[config.mk]
export PLATFORM = sky130hd
export DESIGN_NAME = vloop_seq
export DESIGN_NICKNAME = d
export VERILOG_FILES = /design/src/rtl/vloop_pkg.sv /design/src/rtl/vloop_pc_reg.sv /design/src/rtl/vloop_vstate_reg.sv /design/src/rtl/vloop_seq.sv
export SDC_FILE = /design/constraint.sdc
export NUM_CORES = 1
export LEC_CHECK = 0
export CAP_MARGIN = 20
export CORE_ASPECT_RATIO = 2
export CORE_UTILIZATION = 33
export DETAILED_ROUTE_END_ITERATION = 6
export DONT_BUFFER_PORTS = 1
export PLACE_DENSITY = 0.44
export SLEW_MARGIN = 10
export SYNTH_ARGS = -nofsm -noshare
export SYNTH_HDL_FRONTEND = slang
export SYNTH_SLANG_ARGS = --single-unit
[constraint.sdc]
create_clock -name clk -period 8.1 [get_ports clk]
set_input_delay 0 -clock clk [delete_from_list [all_inputs] [get_ports clk]]
set_output_delay 0 -clock clk [all_outputs]
set_load 0.03 [all_outputs]
[src/rtl/vloop_pkg.sv]
package vloop_pkg;

  typedef enum logic {
    SEQ_FETCH = 1'b0,
    SEQ_ISSUE = 1'b1
  } seq_state_e;

  // Byte length of an instruction: prefixed forms occupy two words.
  function automatic logic [3:0] insn_bytes(input logic prefixed);
    return prefixed ? 4'd8 : 4'd4;
  endfunction

endpackage

[src/rtl/vloop_pc_reg.sv]
module vloop_pc_reg #(
  parameter int              PC_W     = 32,
  parameter logic [PC_W-1:0] RESET_PC = '0
) (
  input  logic            clk,
  input  logic            rst_n,
  input  logic            wr_i,
  input  logic [PC_W-1:0] wr_data_i,
  input  logic            adv_i,
  input  logic            len8_i,
  output logic [PC_W-1:0] pc_o
);
  import vloop_pkg::*;

  logic [PC_W-1:0] pc_q;

  function automatic logic [PC_W-1:0] seq_pc(input logic [PC_W-1:0] pc,
                                             input logic len8);
    return pc + PC_W'(insn_bytes(len8));
  endfunction

  // An external write always wins over the sequential next address.
  always_ff @(posedge clk or negedge rst_n) begin
    if (!rst_n)      pc_q <= RESET_PC;
    else if (wr_i)   pc_q <= wr_data_i;
    else if (adv_i)  pc_q <= seq_pc(pc_q, len8_i);
  end

  assign pc_o = pc_q;

  p_pc_write_r8: assert property (@(posedge clk) disable iff (!rst_n)
    wr_i |=> pc_q == $past(wr_data_i));

  p_pc_hold_r8: assert property (@(posedge clk) disable iff (!rst_n)
    (!wr_i && !adv_i) |=> $stable(pc_q));

endmodule

[src/rtl/vloop_vstate_reg.sv]
module vloop_vstate_reg #(
  parameter int VL_W = 7
) (
  input  logic            clk,
  input  logic            rst_n,
  input  logic            wr_i,
  input  logic [VL_W-1:0] wr_step_i,
  input  logic [VL_W-1:0] wr_vl_i,
  input  logic            step_inc_i,
  input  logic            step_clr_i,
  input  logic            vl_load_i,
  input  logic [VL_W-1:0] vl_load_val_i,
  output logic [VL_W-1:0] step_o,
  output logic [VL_W-1:0] vl_o,
  output logic            last_o
);

  logic [VL_W-1:0] step_q;
  logic [VL_W-1:0] vl_q;

  // Last element when step+1 reaches or passes the length (widened to avoid wrap).
  function automatic logic is_last(input logic [VL_W-1:0] step,
                                   input logic [VL_W-1:0] vl);
    return ({1'b0, step} + (VL_W+1)'(1)) >= {1'b0, vl};
  endfunction

  always_ff @(posedge clk or negedge rst_n) begin
    if (!rst_n) begin
      step_q <= '0;
      vl_q   <= '0;
    end else if (wr_i) begin
      step_q <= wr_step_i;
      vl_q   <= wr_vl_i;
    end else begin
      if (vl_load_i)       vl_q   <= vl_load_val_i;
      if (step_clr_i)      step_q <= '0;
      else if (step_inc_i) step_q <= step_q + VL_W'(1);
    end
  end

  assign step_o = step_q;
  assign vl_o   = vl_q;
  assign last_o = is_last(step_q, vl_q);

  p_vs_write_r9: assert property (@(posedge clk) disable iff (!rst_n)
    wr_i |=> (step_q == $past(wr_step_i) && vl_q == $past(wr_vl_i)));

  p_step_hold_r3: assert property (@(posedge clk) disable iff (!rst_n)
    (!wr_i && !step_inc_i && !step_clr_i) |=> $stable(step_q));

  p_vl_hold_r10: assert property (@(posedge clk) disable iff (!rst_n)
    (!wr_i && !vl_load_i) |=> $stable(vl_q));

endmodule

[src/rtl/vloop_seq.sv]
module vloop_seq #(
  parameter int              PC_W     = 32,
  parameter int              VL_W     = 7,
  parameter logic [PC_W-1:0] RESET_PC = '0
) (
  input  logic            clk,
  input  logic            rst_n,
  input  logic            stop_i,
  input  logic            fetch_valid_i,
  output logic            fetch_ready_o,
  input  logic            fetch_vector_i,
  input  logic            fetch_prefixed_i,
  input  logic            fetch_setvl_i,
  input  logic [VL_W-1:0] fetch_newvl_i,
  output logic            exe_valid_o,
  input  logic            exe_ready_i,
  output logic [PC_W-1:0] exe_pc_o,
  output logic [VL_W-1:0] exe_step_o,
  output logic [VL_W-1:0] vl_o,
  input  logic            pc_wr_i,
  input  logic [PC_W-1:0] pc_wr_data_i,
  input  logic            vs_wr_i,
  input  logic [VL_W-1:0] vs_wr_step_i,
  input  logic [VL_W-1:0] vs_wr_vl_i
);
  import vloop_pkg::*;

  seq_state_e      st_q, st_d;
  logic            cur_vec_q, cur_pfx_q, cur_setvl_q;
  logic [VL_W-1:0] cur_newvl_q;

  // Named internal events, used by the logic and by the assertions.
  logic redirect, accept, skip, fire, last, done;
  logic step_inc, step_clr, vl_load, pc_adv, len8;
  logic [VL_W-1:0] step, vl;

  assign redirect      = pc_wr_i | vs_wr_i;
  assign fetch_ready_o = (st_q == SEQ_FETCH) && !stop_i && !redirect;
  assign accept        = fetch_valid_i && fetch_ready_o;
  assign skip          = accept && fetch_vector_i && !fetch_setvl_i && (vl == '0);

  assign exe_valid_o = (st_q == SEQ_ISSUE) && !stop_i;
  assign fire        = exe_valid_o && exe_ready_i;
  assign done        = fire && !redirect && (!cur_vec_q || last);
  assign step_inc    = fire && !redirect && cur_vec_q && !last;
  assign vl_load     = fire && !redirect && cur_setvl_q;
  assign step_clr    = done && (cur_vec_q || cur_setvl_q);
  assign pc_adv      = done || skip;
  assign len8        = (st_q == SEQ_FETCH) ? fetch_prefixed_i : cur_pfx_q;

  always_comb begin
    st_d = st_q;
    unique case (st_q)
      SEQ_FETCH: if (accept && !skip)              st_d = SEQ_ISSUE;
      SEQ_ISSUE: if (redirect || stop_i || done)   st_d = SEQ_FETCH;
      default:                                     st_d = SEQ_FETCH;
    endcase
  end

  always_ff @(posedge clk or negedge rst_n) begin
    if (!rst_n) begin
      st_q        <= SEQ_FETCH;
      cur_vec_q   <= 1'b0;
      cur_pfx_q   <= 1'b0;
      cur_setvl_q <= 1'b0;
      cur_newvl_q <= '0;
    end else begin
      st_q <= st_d;
      if (accept) begin
        cur_vec_q   <= fetch_vector_i && !fetch_setvl_i;
        cur_pfx_q   <= fetch_prefixed_i;
        cur_setvl_q <= fetch_setvl_i;
        cur_newvl_q <= fetch_newvl_i;
      end
    end
  end

  vloop_pc_reg #(.PC_W(PC_W), .RESET_PC(RESET_PC)) u_pc (
    .clk       (clk),
    .rst_n     (rst_n),
    .wr_i      (pc_wr_i),
    .wr_data_i (pc_wr_data_i),
    .adv_i     (pc_adv),
    .len8_i    (len8),
    .pc_o      (exe_pc_o)
  );

  vloop_vstate_reg #(.VL_W(VL_W)) u_vs (
    .clk           (clk),
    .rst_n         (rst_n),
    .wr_i          (vs_wr_i),
    .wr_step_i     (vs_wr_step_i),
    .wr_vl_i       (vs_wr_vl_i),
    .step_inc_i    (step_inc),
    .step_clr_i    (step_clr),
    .vl_load_i     (vl_load),
    .vl_load_val_i (cur_newvl_q),
    .step_o        (step),
    .vl_o          (vl),
    .last_o        (last)
  );

  assign exe_step_o = step;
  assign vl_o       = vl;

  p_step_advance_r3: assert property (@(posedge clk) disable iff (!rst_n)
    step_inc |=> exe_step_o == VL_W'($past(exe_step_o) + VL_W'(1)));

  p_loop_end_r4: assert property (@(posedge clk) disable iff (!rst_n)
    (done && cur_vec_q) |=> (exe_step_o == '0 && st_q == SEQ_FETCH));

  p_skip_stays_r6: assert property (@(posedge clk) disable iff (!rst_n)
    skip |=> st_q == SEQ_FETCH);

  p_stop_exit_r7: assert property (@(posedge clk) disable iff (!rst_n)
    (st_q == SEQ_ISSUE && stop_i) |=> (st_q == SEQ_FETCH && $stable(exe_step_o)));

  p_redirect_wins_r11: assert property (@(posedge clk) disable iff (!rst_n)
    (fire && redirect) |=> st_q == SEQ_FETCH);

endmodule

==> results of run 1 <==
## worst max-delay path, cell delays in order (launching register included)
cell,delay (ns)
sky130_fd_sc_hd__dfrtp_1,0.49
sky130_fd_sc_hd__mux2i_1,0.41
sky130_fd_sc_hd__ha_1,0.24
sky130_fd_sc_hd__inv_1,0.05
sky130_fd_sc_hd__fa_1,0.45
sky130_fd_sc_hd__nand4b_1,0.31
sky130_fd_sc_hd__nor4_1,0.72
sky130_fd_sc_hd__a211oi_1,0.16
sky130_fd_sc_hd__a21oi_1,0.18
sky130_fd_sc_hd__dlygate4sd3_1,0.58
sky130_fd_sc_hd__o211ai_1,0.08
sky130_fd_sc_hd__dlygate4sd3_1,0.59
## power by group
group,total (mW),switching [mW],internal (mW)
clock,0.467,0.141,0.326
sequential,0.437,0.114,0.323
combinational,0.188,0.0909,0.0976
## flip-flops by register name, indices dropped and copies added (netlist names)
name / cells
u_pc.pc_o: 32
cur_setvl_q: 1
cur_pfx_q: 1
cur_newvl_q: 7
u_vs.step_o: 7
u_vs.vl_o: 7
st_q: 1
cur_vec_q: 1
## metal layers
metal	track usage (%)	up-vias	wire (um)
li1	-	1710	-
met1	20.7	1724	4450
met2	42.1	102	7090
met3	4.54	16	594
met4	7.76	0	184
met5	0	-	0
## synthesized netlist by cell type, types with 8 or more instances
master	number	area, um2
sky130_fd_sc_hd__o311ai_0	8	70.1
sky130_fd_sc_hd__nor3_1	16	80.1
sky130_fd_sc_hd__nand3_1	14	70.1
sky130_fd_sc_hd__o211ai_1	17	128
sky130_fd_sc_hd__a31oi_1	9	56.3
sky130_fd_sc_hd__dfrtp_1	57	1430
sky130_fd_sc_hd__clkbuf_1	13	48.8
sky130_fd_sc_hd__nor4_1	12	75.1
sky130_fd_sc_hd__inv_1	27	101
sky130_fd_sc_hd__nor2_1	17	63.8
sky130_fd_sc_hd__o21ai_0	11	55.1
sky130_fd_sc_hd__and3_1	12	75.1
sky130_fd_sc_hd__o31ai_1	14	105
sky130_fd_sc_hd__mux2_2	15	169
sky130_fd_sc_hd__o31a_1	9	78.8
sky130_fd_sc_hd__ha_1	10	125
sky130_fd_sc_hd__mux2i_1	9	90.1
sky130_fd_sc_hd__nand2_1	31	116
sky130_fd_sc_hd__and2_1	8	50.1
## kinds of logic after synthesis
group	Yosys count
muxes	24
adders and majority gates	11
buffers and inverters	52
xor gates and xnor gates	4
DFF	57
and+or+nand+nor	153
AOI/OAI and AO/OA	116
## cell type report
cell class	instances	area, um2	area share (%)
Sequential cell	57	1430	28.5
Inverter	28	105	2.10
Tap cell	142	178	3.55
Multi-Input combinational cell	308	2200	44.0
Timing Repair Buffer	71	733	14.6
Clock inverter	4	97.6	1.95
Clock buffer	12	267	5.32
## how the worst max path moves through the flow
stage | startpoint | to | slack (ns)
floorplan | st_q$_DFF_PN0_ | u_pc.pc_o[28]$_DFFE_PN0P_ | 5.24
global placement | u_vs.step_o[0]$_DFFE_PN0P_ | u_pc.pc_o[2]$_DFFE_PN0P_ | 4.40
detailed placement | u_vs.step_o[0]$_DFFE_PN0P_ | u_pc.pc_o[2]$_DFFE_PN0P_ | 4.34
CTS | st_q$_DFF_PN0_ | u_pc.pc_o[22]$_DFFE_PN0P_ | 3.71
global route | st_q$_DFF_PN0_ | u_pc.pc_o[24]$_DFFE_PN0P_ | 3.26
finish | st_q$_DFF_PN0_ | u_pc.pc_o[24]$_DFFE_PN0P_ | 3.73
## per-stage QoR
stage	instance area, um2	hold slack [ns]	power, mW	worst slack, ns
3_3_place_gp	3930	-0.294	0.586	4.40
5_1_grt	5010	0.0108	1.14	3.26
6_report	5010	0.0196	1.09	3.73
3_5_place_dp	3930	-0.294	0.589	4.34
2_1_floorplan	3840	-0.296	0.548	5.24
4_1_cts	5010	0.00243	1.11	3.71
==> metrics.txt, run 1 <==
internal reg-to-reg setup slack=3.73 ns; origin of the worst min-delay path=pc_wr_i; vias after detailed routing=3552; Worst R2R Start=st_q$_DFF_PN0_; relative max-transition margin=a little over 30%; final critical-path required period=4.37 ns; first-pass iteration count of the detailed router=4; top library cells by usage in the layout, fill and taps aside=sky130_fd_sc_hd__dlygate4sd3_1, sky130_fd_sc_hd__dfrtp_1, sky130_fd_sc_hd__nand2_1; most common flop cell mapped by yosys=sky130_fd_sc_hd__dfrtp_1; number of H-tree branching levels=3; fill count=1131; syn avg cell area=~9.2 um2; total standard cell area after synthesis=3840 um2; wire length of the first global-routing pass=19700 um; fraction of layout instances using a drive strength above 1=10.2%; number of setup violations in the final report=0; vias in the first global route=3786; weighted congestion reported at the end of routability-driven placement=0.779; Boundary Pins=111; compound-gate portion of the synthesized area=a little under a quarter; outcome=finished clean; Post-CTS Setup Repair Bufs=0; Placed Instances=537; Buffers on Ports=0; post-synthesis xor/xnor area fraction=less than 1%; Post-Route Setup TNS=0 ns; starting DRC count in detailed routing=139; destination of the worst register-to-register timing path=u_pc.pc_o[24]$_DFFE_PN0P_; Core Area=around 11000 um2; starting density of the core=34.0%; number of nets in the finished design=549; adder-cell share of the synthesized area=3.78%; Num CTS Buffers=9; CTS tree=built; WS Path Type=reg2reg; WHS Endpoint=u_pc.pc_o[21]$_DFFE_PN0P_; area growth from synthesis to final layout=30.5%; Hold/Removal Path Class=in2reg; measured slew at the worst slew-check pin=approximately 1.0 ns; main combinational cell family by area after synthesis=compound AO/OA/AOI/OAI gates; clock edge transition at the registers on the reported setup and hold paths=0.05 ns; DIE HEIGHT=between 150 and 200 um; Seq cells post-synth=57; standard-cell rows=between 50 and 60; Peak supply drop=0.000148 V; CTS Hold Buffers Added=69; GR Overflow Total=0; final hold viol count=0; commonest non-fill, non-tap cell in the layout=sky130_fd_sc_hd__dlygate4sd3_1; syn nets=491; setup repair after global routing missed its margin=false; number of design rule violations left after detail routing=0; buffer type at the clock tree root=sky130_fd_sc_hd__clkbuf_16; fraction of synthesis flops using an asynchronous set or reset pin=100%; count of final max-slew check failures=0; drt via density=between 5 and 6; sequential fraction of the synthesis area=37.2%; library cells used by synthesis=57; residual antenna-violating net count after detailed routing=0; number of antenna violations at the first check in global routing=0; clk_lat worst skew=roughly 0.33 ns; hold path cells=2; leakage power of the design=2.18 nW; mean routed wirelength per cell=19.8 um; Clock Tree Buf Depth=2; startpoint type of the worst setup path=flip-flop; Finished Core Util=approximately 44%; non-filler instance count after layout=622; worst r2r path cells=11; die footprint=12100 um2; crit path DAT=4.58 ns; # diodes=0; data required time at the worst endpoint=8.31 ns; maximum number of pins on one net before global-route repair=58; placed wire-length estimate=8260 um; fraction of the mapped netlist area in simple logic gates=22.2%; final worst path period share=54.0%; Fmax achieved=229 MHz; # Max-Cap Violations=0; yosys warns=0; setup clock skew after layout=0.0111 ns; die boundary width=78.3 um; total routing usage reported by global routing=21.3%; Resized Gates After CTS=0; type of element capturing the critical path=flip-flop; Crit Path Max Fanout=7; DRT Wirelength=12300 um; proportion of synthesized area in mux cells=6.75%; number of enable-type register cells in the synthesized netlist=0; clock sink count=57; total power density per cell area=approximately 220 nW/um2; cell count after synthesis=around 420
No activity file was read; power rests on OpenSTA's default activity.
==> inputs of run 2 (changes only) <==
clock period = 4.3 ns   (was 8.1 ns; I/O delays follow)
==> run 2 against run 1 <==
  * Die area is the same
  * Register-to-register slack lost 3.2 ns
  * Global-route usage grew 0.80 points
  * Utilization shrank 0.68 points
  * Clock power grew 72%
  * Critical path depth shrank 1
  * Via count grew 1.7%
  * Critical endpoint unchanged
==> metrics.txt, run 2 (synthesized netlist as in run 1, its figures left out) <==
Peak supply drop=0.000223 V (was 0.000148 V); total routing usage reported by global routing=22.1% (was 21.3%); crit path DAT=3.97 ns (was 4.58 ns); setup repair after global routing missed its margin=false (unchanged); measured slew at the worst slew-check pin=0.993 ns (was 1.05 ns); Post-Route Setup TNS=0 ns (unchanged); residual antenna-violating net count after detailed routing=0 (unchanged); destination of the worst register-to-register timing path=u_pc.pc_o[24]$_DFFE_PN0P_ (unchanged); worst r2r path cells=10 (was 11); origin of the worst setup path=st_q$_DFF_PN0_ (unchanged); starting DRC count in detailed routing=172 (was 139); Worst R2R Start=st_q$_DFF_PN0_ (unchanged); buffer type at the clock tree root=sky130_fd_sc_hd__clkbuf_16 (unchanged); number of flip-flops in the largest register=32 (unchanged); final worst path period share=88.2% (was 54.0%); die footprint=12100 um2 (unchanged); Boundary Pins=111 (unchanged); mean routed wirelength per cell=20.7 um (was 19.8 um); number of H-tree branching levels=3 (unchanged); sequential standard cell area=1430 um2 (unchanged); non-filler instance count after layout=618 (was 622); Clock Tree Buf Depth=2 (unchanged); wire length of the first global-routing pass=20500 um (was 19700 um); final hold viol count=0 (unchanged); placed cell areas=3930 um2 (about the same); final cell area excluding filler cells=4930 um2 (was 5010 um2); outcome=finished clean (unchanged); number of antenna violations at the first check in global routing=0 (unchanged); startpoint type of the worst setup path=flip-flop (unchanged); DRT Wirelength=12800 um (was 12300 um); maximum number of pins on one net before global-route repair=58 (unchanged); Fmax achieved=264 MHz (was 229 MHz); Core Area=11300 um2 (unchanged); multi-input logic area=2200 um2 (unchanged); clk_lat worst skew=0.33 ns (about the same); die boundary width=78.3 um (unchanged); setup clock skew after layout=0.00511 ns (was 0.0111 ns); Buffers on Ports=0 (unchanged); Placed Instances=538 (was 537); Post-CTS Setup Repair Bufs=0 (unchanged); number of setup violations in the final report=0 (unchanged); Num CTS Buffers=9 (unchanged); data required time at the worst endpoint=4.47 ns (was 8.31 ns); DIE HEIGHT=155 um (unchanged); top library cells by usage in the layout, fill and taps aside=sky130_fd_sc_hd__dlygate4sd3_1, sky130_fd_sc_hd__dfrtp_1, sky130_fd_sc_hd__nand2_1 (unchanged); internal reg-to-reg setup slack=0.51 ns (was 3.73 ns); critical path endpoint=u_pc.pc_o[24]$_DFFE_PN0P_ (unchanged); ordered list of cells on the worst path=mux2i_1 -> ha_1 -> inv_1 -> fa_1 -> nand4b_1 -> nor4_1 -> a211oi_1 -> a21oi_1 -> dlygate4sd3_1 -> o211ai_1 (was mux2i_1 -> ha_1 -> inv_1 -> fa_1 -> nand4b_1 -> nor4_1 -> a211oi_1 -> a21oi_1 -> dlygate4sd3_1 -> o211ai_1 -> dlygate4sd3_1); weighted congestion reported at the end of routability-driven placement=0.784 (was 0.779); final critical-path required period=3.79 ns (was 4.37 ns); count of final max-slew check failures=0 (unchanged); standard cell with the maximum stage delay on the critical path=sky130_fd_sc_hd__nor4_1 (unchanged); highest cell delay on the worst timing path=0.74 ns (was 0.72 ns); first-pass iteration count of the detailed router=5 (was 4); type of element capturing the critical path=flip-flop (unchanged); clock edge transition at the registers on the reported setup and hold paths=0.06 ns (was 0.05 ns); vias in the first global route=3866 (was 3786); number of design rule violations left after detail routing=0 (unchanged); fill count=1145 (was 1131); # diodes=0 (unchanged); clock sink count=57 (unchanged); Hold/Removal Path Class=in2reg (unchanged); Crit Path Max Fanout=7 (unchanged); vias after detailed routing=3614 (was 3552); commonest non-fill, non-tap cell in the layout=sky130_fd_sc_hd__dlygate4sd3_1 (unchanged); placed wire-length estimate=8470 um (was 8260 um); number of nets in the finished design=545 (was 549); CTS tree=built (unchanged); # Max-Cap Violations=0 (unchanged); WS Path Type=reg2reg (unchanged); relative max-transition margin=33.8% (was 30.2%); leakage power of the design=2.15 nW (was 2.18 nW); total chip power=1.98 mW (was 1.09 mW); area growth from synthesis to final layout=28.5% (was 30.5%); total power density per cell area=401 nW/um2 (was 218 nW/um2); standard-cell rows=55 (unchanged); drt via density=5.85 (was 5.71); GR Overflow Total=0 (unchanged); starting density of the core=34.0% (unchanged); fraction of layout instances using a drive strength above 1=10.5% (was 10.2%)
-- run 2: per-layer routing --
metal / up-vias / track usage, % / wire length [um]
met1: 1797 / 21.7 / 4620
met4: 0 / 8.29 / 259
met3: 17 / 4.48 / 537
met5: - / 0 / 0
met2: 104 / 43.7 / 7350
li1: 1696 / - / -
-- run 2: cell type report --
cell class / count / area share, %
clock inverters: 5 / 1.57
clock buffers: 11 / 5.12
well taps: 142 / 3.60
multi-input cells: 308 / 44.6
repair buffers: 67 / 14.0
inverters: 28 / 2.13
flip-flops and latches: 57 / 28.9
-- run 2: worst min-delay path by stage --
stage	start	end	slack, ns	cells past startpoint
2_1_floorplan	rst_n	cur_newvl_q[0]$_DFFE_PN0P_	-0.30	0
3_3_place_gp	rst_n	u_pc.pc_o[5]$_DFFE_PN0P_	-0.29	0
3_5_place_dp	rst_n	u_pc.pc_o[5]$_DFFE_PN0P_	-0.29	0
4_1_cts	pc_wr_i	u_pc.pc_o[21]$_DFFE_PN0P_	0.0002	2
5_1_grt	pc_wr_data_i[28]	u_pc.pc_o[28]$_DFFE_PN0P_	0.02	3
6_report	pc_wr_i	u_pc.pc_o[21]$_DFFE_PN0P_	0.01	2
-- run 2: report_power, final --
part / switching (mW) / internal (mW) / total, mW
clock: 0.265 / 0.537 / 0.802
combinational: 0.174 / 0.178 / 0.352
sequential: 0.216 / 0.608 / 0.824
total: 0.655 / 1.32 / 1.98
-- run 2: worst max-delay path: cells and delay by family, from the launching register on --
kind	cells	cell delay (ns)
and+or+nand+nor	2	1.03
buffers and inverters	2	0.63
muxes	1	0.39
AOI/OAI and AO/OA	3	0.41
DFF	1	0.49
adders and majority gates	2	0.71
-- run 2: repair_timing --
action	4_1_cts	5_1_grt
resized for setup	0	0
endpoints found under the hold margin	114	0
hold buffers	64	0
-- run 2: stage by stage --
step | worst slack [ns] | hold slack (ns) | util (%)
floorplan | 1.44 | -0.296 | -
global placement | 0.887 | -0.294 | 34.9
detailed placement | 0.835 | -0.294 | 34.9
CTS | 0.466 | 0.000184 | 43.7
global route | 0.181 | 0.0250 | 43.7
finish | 0.507 | 0.0135 | 43.7
==> inputs of run 3 (changes only) <==
ABC_AREA = 1   (was default)
==> run 3 against run 2 <==
  * Synthesized area rose by 4.5%
  * Non-clock buffer count is 5 higher
  * Flip-flop and latch count is the same
  * Power increased by 0.77%
  * Largest power group is now clock
==> metrics.txt, run 3 <==
Resized Gates After CTS=0 (unchanged); measured slew at the worst slew-check pin=0.772 ns (was 0.993 ns); Num CTS Buffers=9 (unchanged); most common flop cell mapped by yosys=sky130_fd_sc_hd__dfrtp_1 (unchanged); total routing usage reported by global routing=23.4% (was 22.1%); die boundary width=80.0 um (was 78.3 um); outcome=finished clean (unchanged); buffer type at the clock tree root=sky130_fd_sc_hd__clkbuf_16 (unchanged); starting density of the core=34.1% (was 34.0%); multi-input logic area=2260 um2 (was 2200 um2); clock sink count=57 (unchanged); uppermost routed layer=met4 (unchanged); count of final max-slew check failures=0 (unchanged); fraction of synthesis flops using an asynchronous set or reset pin=100% (unchanged); vias in the first global route=4219 (was 3866); first-pass iteration count of the detailed router=6 (was 5); final critical-path required period=3.14 ns (was 3.79 ns); clock group share of total power=40.5% (was 40.6%); setup clock skew after layout=0.00783 ns (was 0.00511 ns); number of nets in the finished design=751 (was 545); total chip power=1.99 mW (was 1.98 mW); Crit Path Max Fanout=6 (was 7); Fmax achieved=319 MHz (was 264 MHz); top library cells by usage in the layout, fill and taps aside=sky130_fd_sc_hd__nand2_1, sky130_fd_sc_hd__nor2_1, sky130_fd_sc_hd__dlygate4sd3_1 (was sky130_fd_sc_hd__dlygate4sd3_1, sky130_fd_sc_hd__dfrtp_1, sky130_fd_sc_hd__nand2_1); area growth from synthesis to final layout=28.6% (was 28.5%); number of flip-flops in the largest register=32 (unchanged); placed cell areas=4100 um2 (was 3930 um2); detailed route wirelength on metal2=8090 um (was 7350 um); placed wire-length estimate=10100 um (was 8470 um); CTS tree=built (unchanged); WS Path Type=reg2reg (unchanged); DIE HEIGHT=158 um (was 155 um); Pint=1.30 mW (was 1.32 mW); number of enable-type register cells in the synthesized netlist=0 (unchanged); Hold/Removal Path Class=in2reg (unchanged); Seq cells post-synth=57 (unchanged); fill count=1274 (was 1145); GR Overflow Total=0 (unchanged); wire length on met3=651 um (was 537 um); Boundary Pins=111 (unchanged); number of design rule violations left after detail routing=0 (unchanged); most common cell in the netlist=sky130_fd_sc_hd__nand2_1 (was sky130_fd_sc_hd__dfrtp_1); part of the total power dissipated in combinational logic=19.1% (was 17.8%); residual antenna-violating net count after detailed routing=0 (unchanged); wire length of the first global-routing pass=21700 um (was 20500 um); library cells used by synthesis=37 (was 57); standard-cell rows=56 (was 55); total standard cell area after synthesis=4010 um2 (was 3840 um2); number of H-tree branching levels=3 (unchanged); vias after detailed routing=4094 (was 3614); list of most frequent post-synthesis cells=sky130_fd_sc_hd__nand2_1, sky130_fd_sc_hd__nor2_1, sky130_fd_sc_hd__dfrtp_1, sky130_fd_sc_hd__inv_1, sky130_fd_sc_hd__nand3_1 (was sky130_fd_sc_hd__dfrtp_1, sky130_fd_sc_hd__nand2_1, sky130_fd_sc_hd__inv_1, sky130_fd_sc_hd__nor2_1, sky130_fd_sc_hd__o211ai_1); ordered list of cells on the worst path=inv_1 -> or2_2 -> o21ai_0 -> inv_1 -> ha_1 -> nand2_1 -> nand2_1 -> nand3_1 -> nor2_1 -> xnor2_1 -> o21ai_1 -> dlygate4sd3_1 -> nand2_1 -> nand2_1 (was mux2i_1 -> ha_1 -> inv_1 -> fa_1 -> nand4b_1 -> nor4_1 -> a211oi_1 -> a21oi_1 -> dlygate4sd3_1 -> o211ai_1); syn avg cell area=6.57 um2 (was 9.20 um2); number of setup violations in the final report=0 (unchanged); met1 layer wirelength in the final routing=4660 um (was 4620 um); DRT Wirelength=13900 um (was 12800 um); switching part of the total=34.9% (was 33.1%); relative max-transition margin=48.4% (was 33.8%); # Max-Cap Violations=0 (unchanged); crit path DAT=3.36 ns (was 3.97 ns); standard cell with the maximum stage delay on the critical path=sky130_fd_sc_hd__dlygate4sd3_1 (was sky130_fd_sc_hd__nor4_1); Peak supply drop=0.000333 V (was 0.000223 V); number of antenna violations at the first check in global routing=0 (unchanged); drt via density=4.95 (was 5.85); setup repair after global routing missed its margin=false (unchanged); type of element capturing the critical path=flip-flop (unchanged); Clock Tree Buf Depth=2 (unchanged); largest area contributor in the netlist=sky130_fd_sc_hd__dfrtp_1 (unchanged); # diodes=0 (unchanged); Core Area=11800 um2 (was 11300 um2); Post-CTS Setup Repair Bufs=0 (unchanged); weighted congestion reported at the end of routability-driven placement=0.876 (was 0.784); share of Yosys cell area claimed by the top area cell type=35.6% (was 37.2%); Post-Route Hold Slack=0.0608 ns (was 0.0135 ns); final cell area excluding filler cells=5160 um2 (was 4930 um2); final worst path period share=73.0% (was 88.2%); clock edge transition at the registers on the reported setup and hold paths=0.06 ns (about the same); highest cell delay on the worst timing path=0.55 ns (was 0.74 ns); cell count after synthesis=610 (was 417); total power density per cell area=386 nW/um2 (was 401 nW/um2); main area contributors after synthesis=sky130_fd_sc_hd__dfrtp_1, sky130_fd_sc_hd__nand2_1, sky130_fd_sc_hd__nor2_1 (was sky130_fd_sc_hd__dfrtp_1, sky130_fd_sc_hd__mux2_2, sky130_fd_sc_hd__o211ai_1); syn nets=684 (was 491); die footprint=12600 um2 (was 12100 um2); data required time at the worst endpoint=4.52 ns (was 4.47 ns); sequential standard cell area=1430 um2 (unchanged); commonest non-fill, non-tap cell in the layout=sky130_fd_sc_hd__nand2_1 (was sky130_fd_sc_hd__dlygate4sd3_1); sequential fraction of the synthesis area=35.6% (was 37.2%); CTS Hold Buffers Added=70 (was 64); startpoint type of the worst setup path=flip-flop (unchanged); sequential share of power=40.4% (was 41.7%); Psw=0.695 mW (was 0.655 mW); mean routed wirelength per cell=16.8 um (was 20.7 um); Post-Route Setup TNS=0 ns (unchanged); Finished Core Util=43.8% (was 43.7%); maximum number of pins on one net before global-route repair=58 (unchanged); yosys warns=0 (unchanged); leakage power of the design=2.43 nW (was 2.15 nW); fraction of layout instances using a drive strength above 1=6.60% (was 10.5%); starting DRC count in detailed routing=190 (was 172); final hold viol count=0 (unchanged); Buffers on Ports=0 (unchanged); clk_lat worst skew=0.33 ns (about the same); most common cell type on the critical path=sky130_fd_sc_hd__nand2_1
run 3: changes by cell type in the layout (fill, tap and decap cells not counted), moves of 15 or more:
cell	previous run	this run
sky130_fd_sc_hd__mux2_2	15	0
sky130_fd_sc_hd__nand3_1	14	41
sky130_fd_sc_hd__nor2_1	17	70
sky130_fd_sc_hd__inv_1	27	53
sky130_fd_sc_hd__nand2_1	31	263
run 3: final timing paths:
kind / start / to / depth (start not counted) / slack, ns
setup / recovery: st_q$_DFF_PN0_ / u_pc.pc_o[15]$_DFFE_PN0P_ / 14 / 1.16
max in group asynchronous: rst_n / u_vs.step_o[1]$_DFFE_PN0P_ / 2 / 3.83
hold / removal: pc_wr_i / u_pc.pc_o[17]$_DFFE_PN0P_ / 5 / 0.06
setup reg to reg: st_q$_DFF_PN0_ / u_pc.pc_o[15]$_DFFE_PN0P_ / 14 / 1.16
min in group asynchronous: rst_n / u_pc.pc_o[7]$_DFFE_PN0P_ / 2 / 0.21
hold reg to reg: cur_newvl_q[4]$_DFFE_PN0P_ / u_vs.vl_o[4]$_DFFE_PN0P_ / 2 / 0.57
run 3: power by group through the flow:
stage                     Clock [mW]  Combinational, mW  Sequential [mW]
final                          0.808              0.380            0.805
after global routing           0.845              0.436            0.819
after CTS                      0.826              0.385            0.808
after detailed placement           0              0.296            0.818
after global placement             0              0.291            0.817
after floorplan                    0              0.247            0.779
run 3: per-stage QoR:
step / worst slack, ns / std cells
6_report: 1.16 / 827
5_1_grt: 0.895 / 827
4_1_cts: 1.18 / 827
3_5_place_dp: 1.32 / 741
3_3_place_gp: 1.37 / 741
2_1_floorplan: 1.79 / 610
run 3: area by class of cell:
type	count	area share [%]
clock inverter	6	1.77
timing repair buffer	72	14.4
clock buffer	10	4.63
tap	145	3.52
inverter	57	4.24
sequential	57	27.6
multi-input combinational	480	43.8
run 3: per-layer routing:
layer	GRT usage [%]	up-vias
li1	-	2062
met1	21.3	1907
met2	47.7	106
met3	4.27	19
met4	10.7	0
met5	0	-
run 3: kinds of logic after synthesis:
logic type	Yosys count	share of synthesized area, %
AND/OR/NAND/NOR	411	43.5
flip-flops	57	35.6
XOR/XNOR	11	2.40
buffers and inverters	73	8.11
AO/OA/AOI/OAI	47	6.77
adder cells (fa/ha/maj)	11	3.62
run 3: worst max-delay path, delay by kind of cell (launching register included):
family / cells / cell delay (ns)
xor+xnor: 1 / 0.18
flops: 1 / 0.36
fa+ha+maj: 1 / 0.30
buf+inv: 3 / 0.74
simple gates: 7 / 1.20
compound gates: 2 / 0.25
